### src/rtl/od_rpt_pkg.sv
package od_rpt_pkg;

  typedef enum logic [2:0] {
    ST_OFF,
    ST_IDLE,
    ST_DELAY,
    ST_HOLD,
    ST_PULSE
  } rptState_t;

  // strobes from control to datapath
  typedef struct packed {
    logic loadDelay;   // arm timer with edge delay
    logic loadPulse;   // arm timer with pullup width
    logic cardIsSlave; // direction of the current transfer
    logic driveLow;    // pull slave low
    logic drivePu;     // active pullup on slave
    logic offMode;     // sequencer disabled: hold card low
  } rptCtl_t;

endpackage

### src/rtl/rpt_datapath.sv
module rpt_datapath
  import od_rpt_pkg::*;
#(
  parameter int EDGE_DLY    = 4,
  parameter int PU_CYC      = 5,
  parameter int SYNC_STAGES = 2
) (
  input  logic    clk,
  input  logic    rstN,
  input  logic    hostLine,
  input  logic    cardLine,
  input  rptCtl_t ctl,
  output logic    hostSync,
  output logic    cardSync,
  output logic    hostFall,
  output logic    cardFall,
  output logic    timerDone,
  output logic    hostPullLow,
  output logic    hostPullUp,
  output logic    cardPullLow,
  output logic    cardPullUp
);

  localparam int MAX_CNT = (EDGE_DLY > PU_CYC) ? EDGE_DLY : PU_CYC;
  localparam int TW      = $clog2(MAX_CNT + 1);
  localparam int NSIDE   = 2;

  logic [NSIDE-1:0] lineIn;
  logic [NSIDE-1:0] syncV;
  logic [NSIDE-1:0] fallV;

  assign lineIn = {cardLine, hostLine};

  // per-side synchronizer and falling-edge detector
  for (genvar s = 0; s < NSIDE; s++) begin : g_side
    logic [SYNC_STAGES-1:0] chain;
    logic                   prevQ;
    always_ff @(posedge clk or negedge rstN) begin
      if (!rstN) begin
        chain <= '1;
        prevQ <= 1'b1;
      end else begin
        chain <= {chain[SYNC_STAGES-2:0], lineIn[s]};
        prevQ <= chain[SYNC_STAGES-1];
      end
    end
    assign syncV[s] = chain[SYNC_STAGES-1];
    assign fallV[s] = prevQ & ~chain[SYNC_STAGES-1];
  end

  assign hostSync = syncV[0];
  assign cardSync = syncV[1];
  assign hostFall = fallV[0];
  assign cardFall = fallV[1];

  // shared down-counter for edge delay and pullup pulse
  logic [TW-1:0] timerQ;
  always_ff @(posedge clk or negedge rstN) begin
    if (!rstN)              timerQ <= '0;
    else if (ctl.loadDelay) timerQ <= TW'(EDGE_DLY - 1);
    else if (ctl.loadPulse) timerQ <= TW'(PU_CYC - 1);
    else if (timerQ != '0)  timerQ <= timerQ - 1'b1;
  end
  assign timerDone = (timerQ == '0);

  // registered pin drives
  always_ff @(posedge clk or negedge rstN) begin
    if (!rstN) begin
      hostPullLow <= 1'b0;
      hostPullUp  <= 1'b0;
      cardPullLow <= 1'b0;
      cardPullUp  <= 1'b0;
    end else begin
      cardPullLow <= ctl.offMode | (ctl.driveLow & ctl.cardIsSlave);
      hostPullLow <= ~ctl.offMode & ctl.driveLow & ~ctl.cardIsSlave;
      cardPullUp  <= ~ctl.offMode & ctl.drivePu & ctl.cardIsSlave;
      hostPullUp  <= ~ctl.offMode & ctl.drivePu & ~ctl.cardIsSlave;
    end
  end

  // pullup run-length counters for checking
  logic [TW:0] puRunHost, puRunCard;
  always_ff @(posedge clk or negedge rstN) begin
    if (!rstN) begin
      puRunHost <= '0;
      puRunCard <= '0;
    end else begin
      puRunHost <= hostPullUp ? puRunHost + 1'b1 : '0;
      puRunCard <= cardPullUp ? puRunCard + 1'b1 : '0;
    end
  end

  AST_PU_LEN_HOST: assert property (@(posedge clk) disable iff (!rstN)
    puRunHost <= (TW+1)'(PU_CYC));
  AST_PU_LEN_CARD: assert property (@(posedge clk) disable iff (!rstN)
    puRunCard <= (TW+1)'(PU_CYC));
  AST_PU_AFTER_LOW_CARD: assert property (@(posedge clk) disable iff (!rstN)
    $rose(cardPullUp) |-> $past(cardPullLow));
  AST_PU_AFTER_LOW_HOST: assert property (@(posedge clk) disable iff (!rstN)
    $rose(hostPullUp) |-> $past(hostPullLow));

endmodule

### src/rtl/rpt_control.sv
module rpt_control
  import od_rpt_pkg::*;
(
  input  logic    clk,
  input  logic    rstN,
  input  logic    sessEn,
  input  logic    hostSync,
  input  logic    cardSync,
  input  logic    hostFall,
  input  logic    cardFall,
  input  logic    timerDone,
  output rptCtl_t ctl
);

  rptState_t stateQ, stateD;
  logic      cardMasterQ, cardMasterD;
  logic      masterHigh;
  logic      loadDelay, loadPulse;

  assign masterHigh = cardMasterQ ? cardSync : hostSync;

  always_comb begin
    stateD      = stateQ;
    cardMasterD = cardMasterQ;
    loadDelay   = 1'b0;
    loadPulse   = 1'b0;
    case (stateQ)
      ST_OFF:   if (sessEn) stateD = ST_IDLE;
      ST_IDLE: begin
        // host wins a tie
        if (hostFall) begin
          stateD      = ST_DELAY;
          cardMasterD = 1'b0;
          loadDelay   = 1'b1;
        end else if (cardFall) begin
          stateD      = ST_DELAY;
          cardMasterD = 1'b1;
          loadDelay   = 1'b1;
        end
      end
      ST_DELAY: begin
        if (masterHigh)     stateD = ST_IDLE;
        else if (timerDone) stateD = ST_HOLD;
      end
      ST_HOLD: begin
        if (masterHigh) begin
          stateD    = ST_PULSE;
          loadPulse = 1'b1;
        end
      end
      ST_PULSE: if (timerDone) stateD = ST_IDLE;
      default:  stateD = ST_OFF;
    endcase
    if (!sessEn) begin
      stateD    = ST_OFF;
      loadDelay = 1'b0;
      loadPulse = 1'b0;
    end
  end

  always_ff @(posedge clk or negedge rstN) begin
    if (!rstN) begin
      stateQ      <= ST_OFF;
      cardMasterQ <= 1'b0;
    end else begin
      stateQ      <= stateD;
      cardMasterQ <= cardMasterD;
    end
  end

  always_comb begin
    ctl             = '0;
    ctl.loadDelay   = loadDelay;
    ctl.loadPulse   = loadPulse;
    ctl.cardIsSlave = ~cardMasterQ;
    ctl.driveLow    = (stateQ == ST_HOLD);
    ctl.drivePu     = (stateQ == ST_PULSE);
    ctl.offMode     = (stateQ == ST_OFF);
  end

  logic busy;
  assign busy = (stateQ == ST_DELAY) || (stateQ == ST_HOLD) || (stateQ == ST_PULSE);

  AST_DIR_HELD: assert property (@(posedge clk) disable iff (!rstN)
    (busy && $past(busy)) |-> $stable(cardMasterQ));
  AST_HOLD_ONLY_AFTER_DELAY: assert property (@(posedge clk) disable iff (!rstN)
    (stateQ == ST_HOLD && $past(stateQ) != ST_HOLD) |-> $past(stateQ) == ST_DELAY);

endmodule

### src/rtl/od_line_repeater.sv
module od_line_repeater
  import od_rpt_pkg::*;
#(
  parameter int EDGE_DLY    = 4,
  parameter int PU_CYC      = 5,
  parameter int SYNC_STAGES = 2
) (
  input  logic clk,
  input  logic rstN,
  input  logic sessEn,
  input  logic hostLine,
  input  logic cardLine,
  output logic hostPullLow,
  output logic hostPullUp,
  output logic cardPullLow,
  output logic cardPullUp
);

  rptCtl_t ctl;
  logic    hostSync, cardSync, hostFall, cardFall, timerDone;

  rpt_control i_ctrl (
    .clk       (clk),
    .rstN      (rstN),
    .sessEn    (sessEn),
    .hostSync  (hostSync),
    .cardSync  (cardSync),
    .hostFall  (hostFall),
    .cardFall  (cardFall),
    .timerDone (timerDone),
    .ctl       (ctl)
  );

  rpt_datapath #(
    .EDGE_DLY    (EDGE_DLY),
    .PU_CYC      (PU_CYC),
    .SYNC_STAGES (SYNC_STAGES)
  ) i_dp (
    .clk         (clk),
    .rstN        (rstN),
    .hostLine    (hostLine),
    .cardLine    (cardLine),
    .ctl         (ctl),
    .hostSync    (hostSync),
    .cardSync    (cardSync),
    .hostFall    (hostFall),
    .cardFall    (cardFall),
    .timerDone   (timerDone),
    .hostPullLow (hostPullLow),
    .hostPullUp  (hostPullUp),
    .cardPullLow (cardPullLow),
    .cardPullUp  (cardPullUp)
  );

  AST_NEVER_BOTH_LOW: assert property (@(posedge clk) disable iff (!rstN)
    !(hostPullLow && cardPullLow));
  AST_OFF_HOLDS_CARD: assert property (@(posedge clk) disable iff (!rstN)
    !sessEn |-> ##2 (cardPullLow && !hostPullLow && !hostPullUp && !cardPullUp));

endmodule

### config.mk
export PLATFORM = sky130hd
export DESIGN_NAME = od_line_repeater
export DESIGN_NICKNAME = d
export VERILOG_FILES = /design/src/rtl/od_rpt_pkg.sv /design/src/rtl/rpt_datapath.sv /design/src/rtl/rpt_control.sv /design/src/rtl/od_line_repeater.sv
export SDC_FILE = /design/constraint.sdc
export NUM_CORES = 1
export LEC_CHECK = 0
export BUFFER_PORTS_ARGS = -buffer_cell sky130_fd_sc_hd__buf_2
export CAP_MARGIN = 20
export CORE_AREA = 3 3 40 42
export CTS_CLUSTER_DIAMETER = 150
export DETAILED_ROUTE_END_ITERATION = 12
export DIE_AREA = 0 0 43 45
export PLACE_DENSITY = 0.74
export RECOVER_POWER = 25
export SLEW_MARGIN = 20
export SYNTH_ARGS = -nofsm -noshare
export SYNTH_HDL_FRONTEND = slang
export SYNTH_SLANG_ARGS = --single-unit
export TNS_END_PERCENT = 50
### constraint.sdc
create_clock -name clk -period 4.3 [get_ports clk]
set_input_delay 0.645 -clock clk [delete_from_list [all_inputs] [get_ports clk]]
set_output_delay 0.645 -clock clk [all_outputs]
set_load 0.01 [all_outputs]
==> run summary <==
PortBufs -> 8
Crit path arrival time -> 1.66 ns
Total core area -> 1285 um^2
Reg2reg end -> i_ctrl.stateQ[0]$_DFFE_PN0P_
Fin area -> 795.8 um^2
Reg-to-reg slack, setup -> 2.81 ns
Vias in the first global route -> 464
Hold_buf cts -> 0
Clock skew -> 0.01037 ns
Drt initial violations -> 8
Fillers -> 107
Initial antenna violation count -> 0
Die area -> 1935 um^2
Grt ovf -> 0
Clk Latency, worst-skew pair -> 0.29 ns
F_max -> 0.6730 GHz
VDD IR-drop max -> 0.2863 mV
Max_cap viols -> 0
Syn nets -> 70
First-pass GRT wire length -> 1835 um
Routed len/inst -> 12.10 um
Least-Margin Pin Slew -> 0.8405 ns
CP endpoint -> i_ctrl.stateQ[0]$_DFFE_PN0P_
Yosys warns -> 0
Maximum number of pins on one net before global-route repair -> 18
Vias/cell -> 5.573
Post-synthesis cell type count -> 23
Total negative slack -> 0 ns
Setup-failing EPs final -> 0
Final hold violation count -> 0
Final WL -> 1077 um
Critical Path Fanout Max -> 8
Antenna Nets Post-Route -> 0
CTS max path bufs -> 2
Final Core Density -> 61.93%
Slew Viols, Final -> 0
Register-to-Register Path Depth -> 6
Tmin final -> 1.486 ns
Pwr per Cell Area -> 532.6 nW/um^2
Synthesized cell area -> 711.9 um^2
Area leader, netlist -> dfrtp_1
Leak pwr -> 0.3667 nW
Unrepaired setup endpoints after global routing -> false
Yosys reg bits -> 17
Starting Density -> 55.40%
Worst Setup SP -> i_dp.timerQ[0]$_DFFE_PN0P_
Tcrit/Tclk final -> 34.55%
Total Nets Final -> 82
Syn-to-layout area delta -> 11.77%
Max-slew headroom -> 43.97%
Reg area -> 432.9 um^2
Tot GR Track Use -> 12.80%
Detail Placement HPWL -> 789.6 um
Post CTS Setup Buffer Count -> 0
Critical path type -> register to register
H-tree levels -> 1
Critical path endpoint category -> register
Root Buffer -> clkbuf_4
Number of remaining DRC errors -> 0
CTS tree -> yes
Critical Path Source Type -> register
Required time at the worst-slack endpoint -> 4.48 ns
DIE WIDTH -> 43 um
Clk sinks -> 17
Post-synthesis sequential area ratio -> 60.81%
Multi-input gate area -> 260.3 um^2
Placer Congestion -> 0.7337
I/O pin count -> 9
Die Ht -> 45 um
Post-synth top area share -> 38.66%
Reg2Reg Launch Point -> i_dp.timerQ[0]$_DFFE_PN0P_
Layout cells sized above 1 -> 25.68%
Hold crit path type -> register to register
Mapped Cells -> 63
Ant diodes -> 0
Status -> finished clean
Clock Pin Slew Worst Setup and Hold Paths -> 0.11 ns
FP Rows -> 13
Post-DP Area -> 767.0 um^2
# placed instances -> 85
Fin cells -> 89
Post-CTS Resized -> 0
Ranking of synthesized cells by area -> dfrtp_1 39%, dfstp_2 22%, nor2_1 3.7%, ha_1 3.5%, nor2b_1 3.5%
1st-pass router iterations -> 4
CTS Buf Count -> 3
Synthesized area per cell -> 11.30 um^2
Routed via count -> 496
cells in the final DEF, fill, tap and decap left out, types with 2 or more instances in the layout:
cell      count
inv_1         4
ha_1          2
nand2_1       3
a21oi_1       4
o21ai_0       5
nor3_1        2
nor2b_1       4
nor2_1        7
dfstp_2       6
nand2b_1      3
clkbuf_4      3
buf_2         7
dfrtp_1      11
synth_stat cells:
cell / count
and4bb_2: 1
dfrtp_1: 11
o21a_1: 1
a221o_1: 1
o21ba_2: 1
or3b_1: 1
inv_1: 4
a221oi_1: 1
nor3b_1: 1
nand2b_1: 3
o21ai_0: 5
xor2_1: 1
o32ai_1: 1
a21oi_1: 4
dfstp_2: 6
clkbuf_1: 1
and2_1: 1
nor2b_1: 4
mux2i_1: 1
ha_1: 2
nand2_1: 3
nor3_1: 2
nor2_1: 7
kinds of logic (layout without fill, tap and decap cells):
kind of cell / Yosys count / count (layout) / share of synthesized area [%]
buf+inv: 5 / 16 / 2.635
compound gates: 14 / 14 / 12.65
mux: 1 / 1 / 1.406
xor+xnor: 1 / 1 / 1.230
fa+ha+maj: 2 / 2 / 3.514
flops: 17 / 17 / 60.81
simple gates: 23 / 23 / 17.75
flip-flops by register name, indices dropped and copies added (netlist names):
name,count
i_dp.cardPullLow,1
i_dp.cardPullUp,1
i_dp.hostPullLow,1
i_dp.g_side.chain,4
i_ctrl.cardMasterQ,1
i_dp.hostPullUp,1
i_dp.g_side.prevQ,2
i_dp.timerQ,3
i_ctrl.stateQ,3
cell type report:
class	instances	share of cell area, %
clock buffers	3	2.830
inverters	4	1.887
repair buffers	8	4.874
well taps	15	2.358
flip-flops and latches	17	54.40
multi-input cells	41	32.70
clock inverters	1	0.9434
worst min path at each step:
stage	from	endpoint	slack [ns]	cells past startpoint
after floorplan	rstN	i_ctrl.cardMasterQ$_DFFE_PN0P_	0.35	0
after global placement	i_dp.g_side[0].chain[0]$_DFF_PN1_	i_dp.g_side[0].chain[1]$_DFF_PN1_	0.35	0
after detailed placement	i_dp.g_side[0].chain[0]$_DFF_PN1_	i_dp.g_side[0].chain[1]$_DFF_PN1_	0.35	0
after CTS	rstN	i_dp.hostPullUp$_DFF_PN0_	0.24	1
after global routing	i_dp.g_side[0].chain[0]$_DFF_PN1_	i_dp.g_side[0].chain[1]$_DFF_PN1_	0.37	0
final	i_dp.g_side[0].chain[0]$_DFF_PN1_	i_dp.g_side[0].chain[1]$_DFF_PN1_	0.37	0
per-stage QoR:
step	total power, mW	hold WS, ns	setup WS, ns
after floorplan	0.3072	0.3452	2.843
after global placement	0.3340	0.3456	2.847
after detailed placement	0.3408	0.3540	2.808
after CTS	0.4290	0.2435	2.797
after global routing	0.4567	0.3711	2.689
final	0.4238	0.3668	2.814
power by group:
group | internal [mW] | switching (mW) | total (mW)
clock | 0.0354 | 0.0520 | 0.0874
combinational | 0.0562 | 0.0643 | 0.121
sequential | 0.193 | 0.0231 | 0.216
total | 0.284 | 0.139 | 0.424
layer usage:
layer,routed length [um],share of wire [%],vias to the layer above,GRT usage (%)
li1,-,-,238,-
met1,493,46,240,14.77
met2,506,47,14,22.46
met3,59,5.5,4,2.390
met4,17,1.6,0,7.229
met5,0,0,-,0
critical path, stage by stage (launching register included):
cell	delay, ns
dfrtp_1	0.37
inv_1	0.05
ha_1	0.19
ha_1	0.28
nor2b_1	0.14
a221oi_1	0.08
a221o_1	0.27
(Power assumes the default switching activity.)
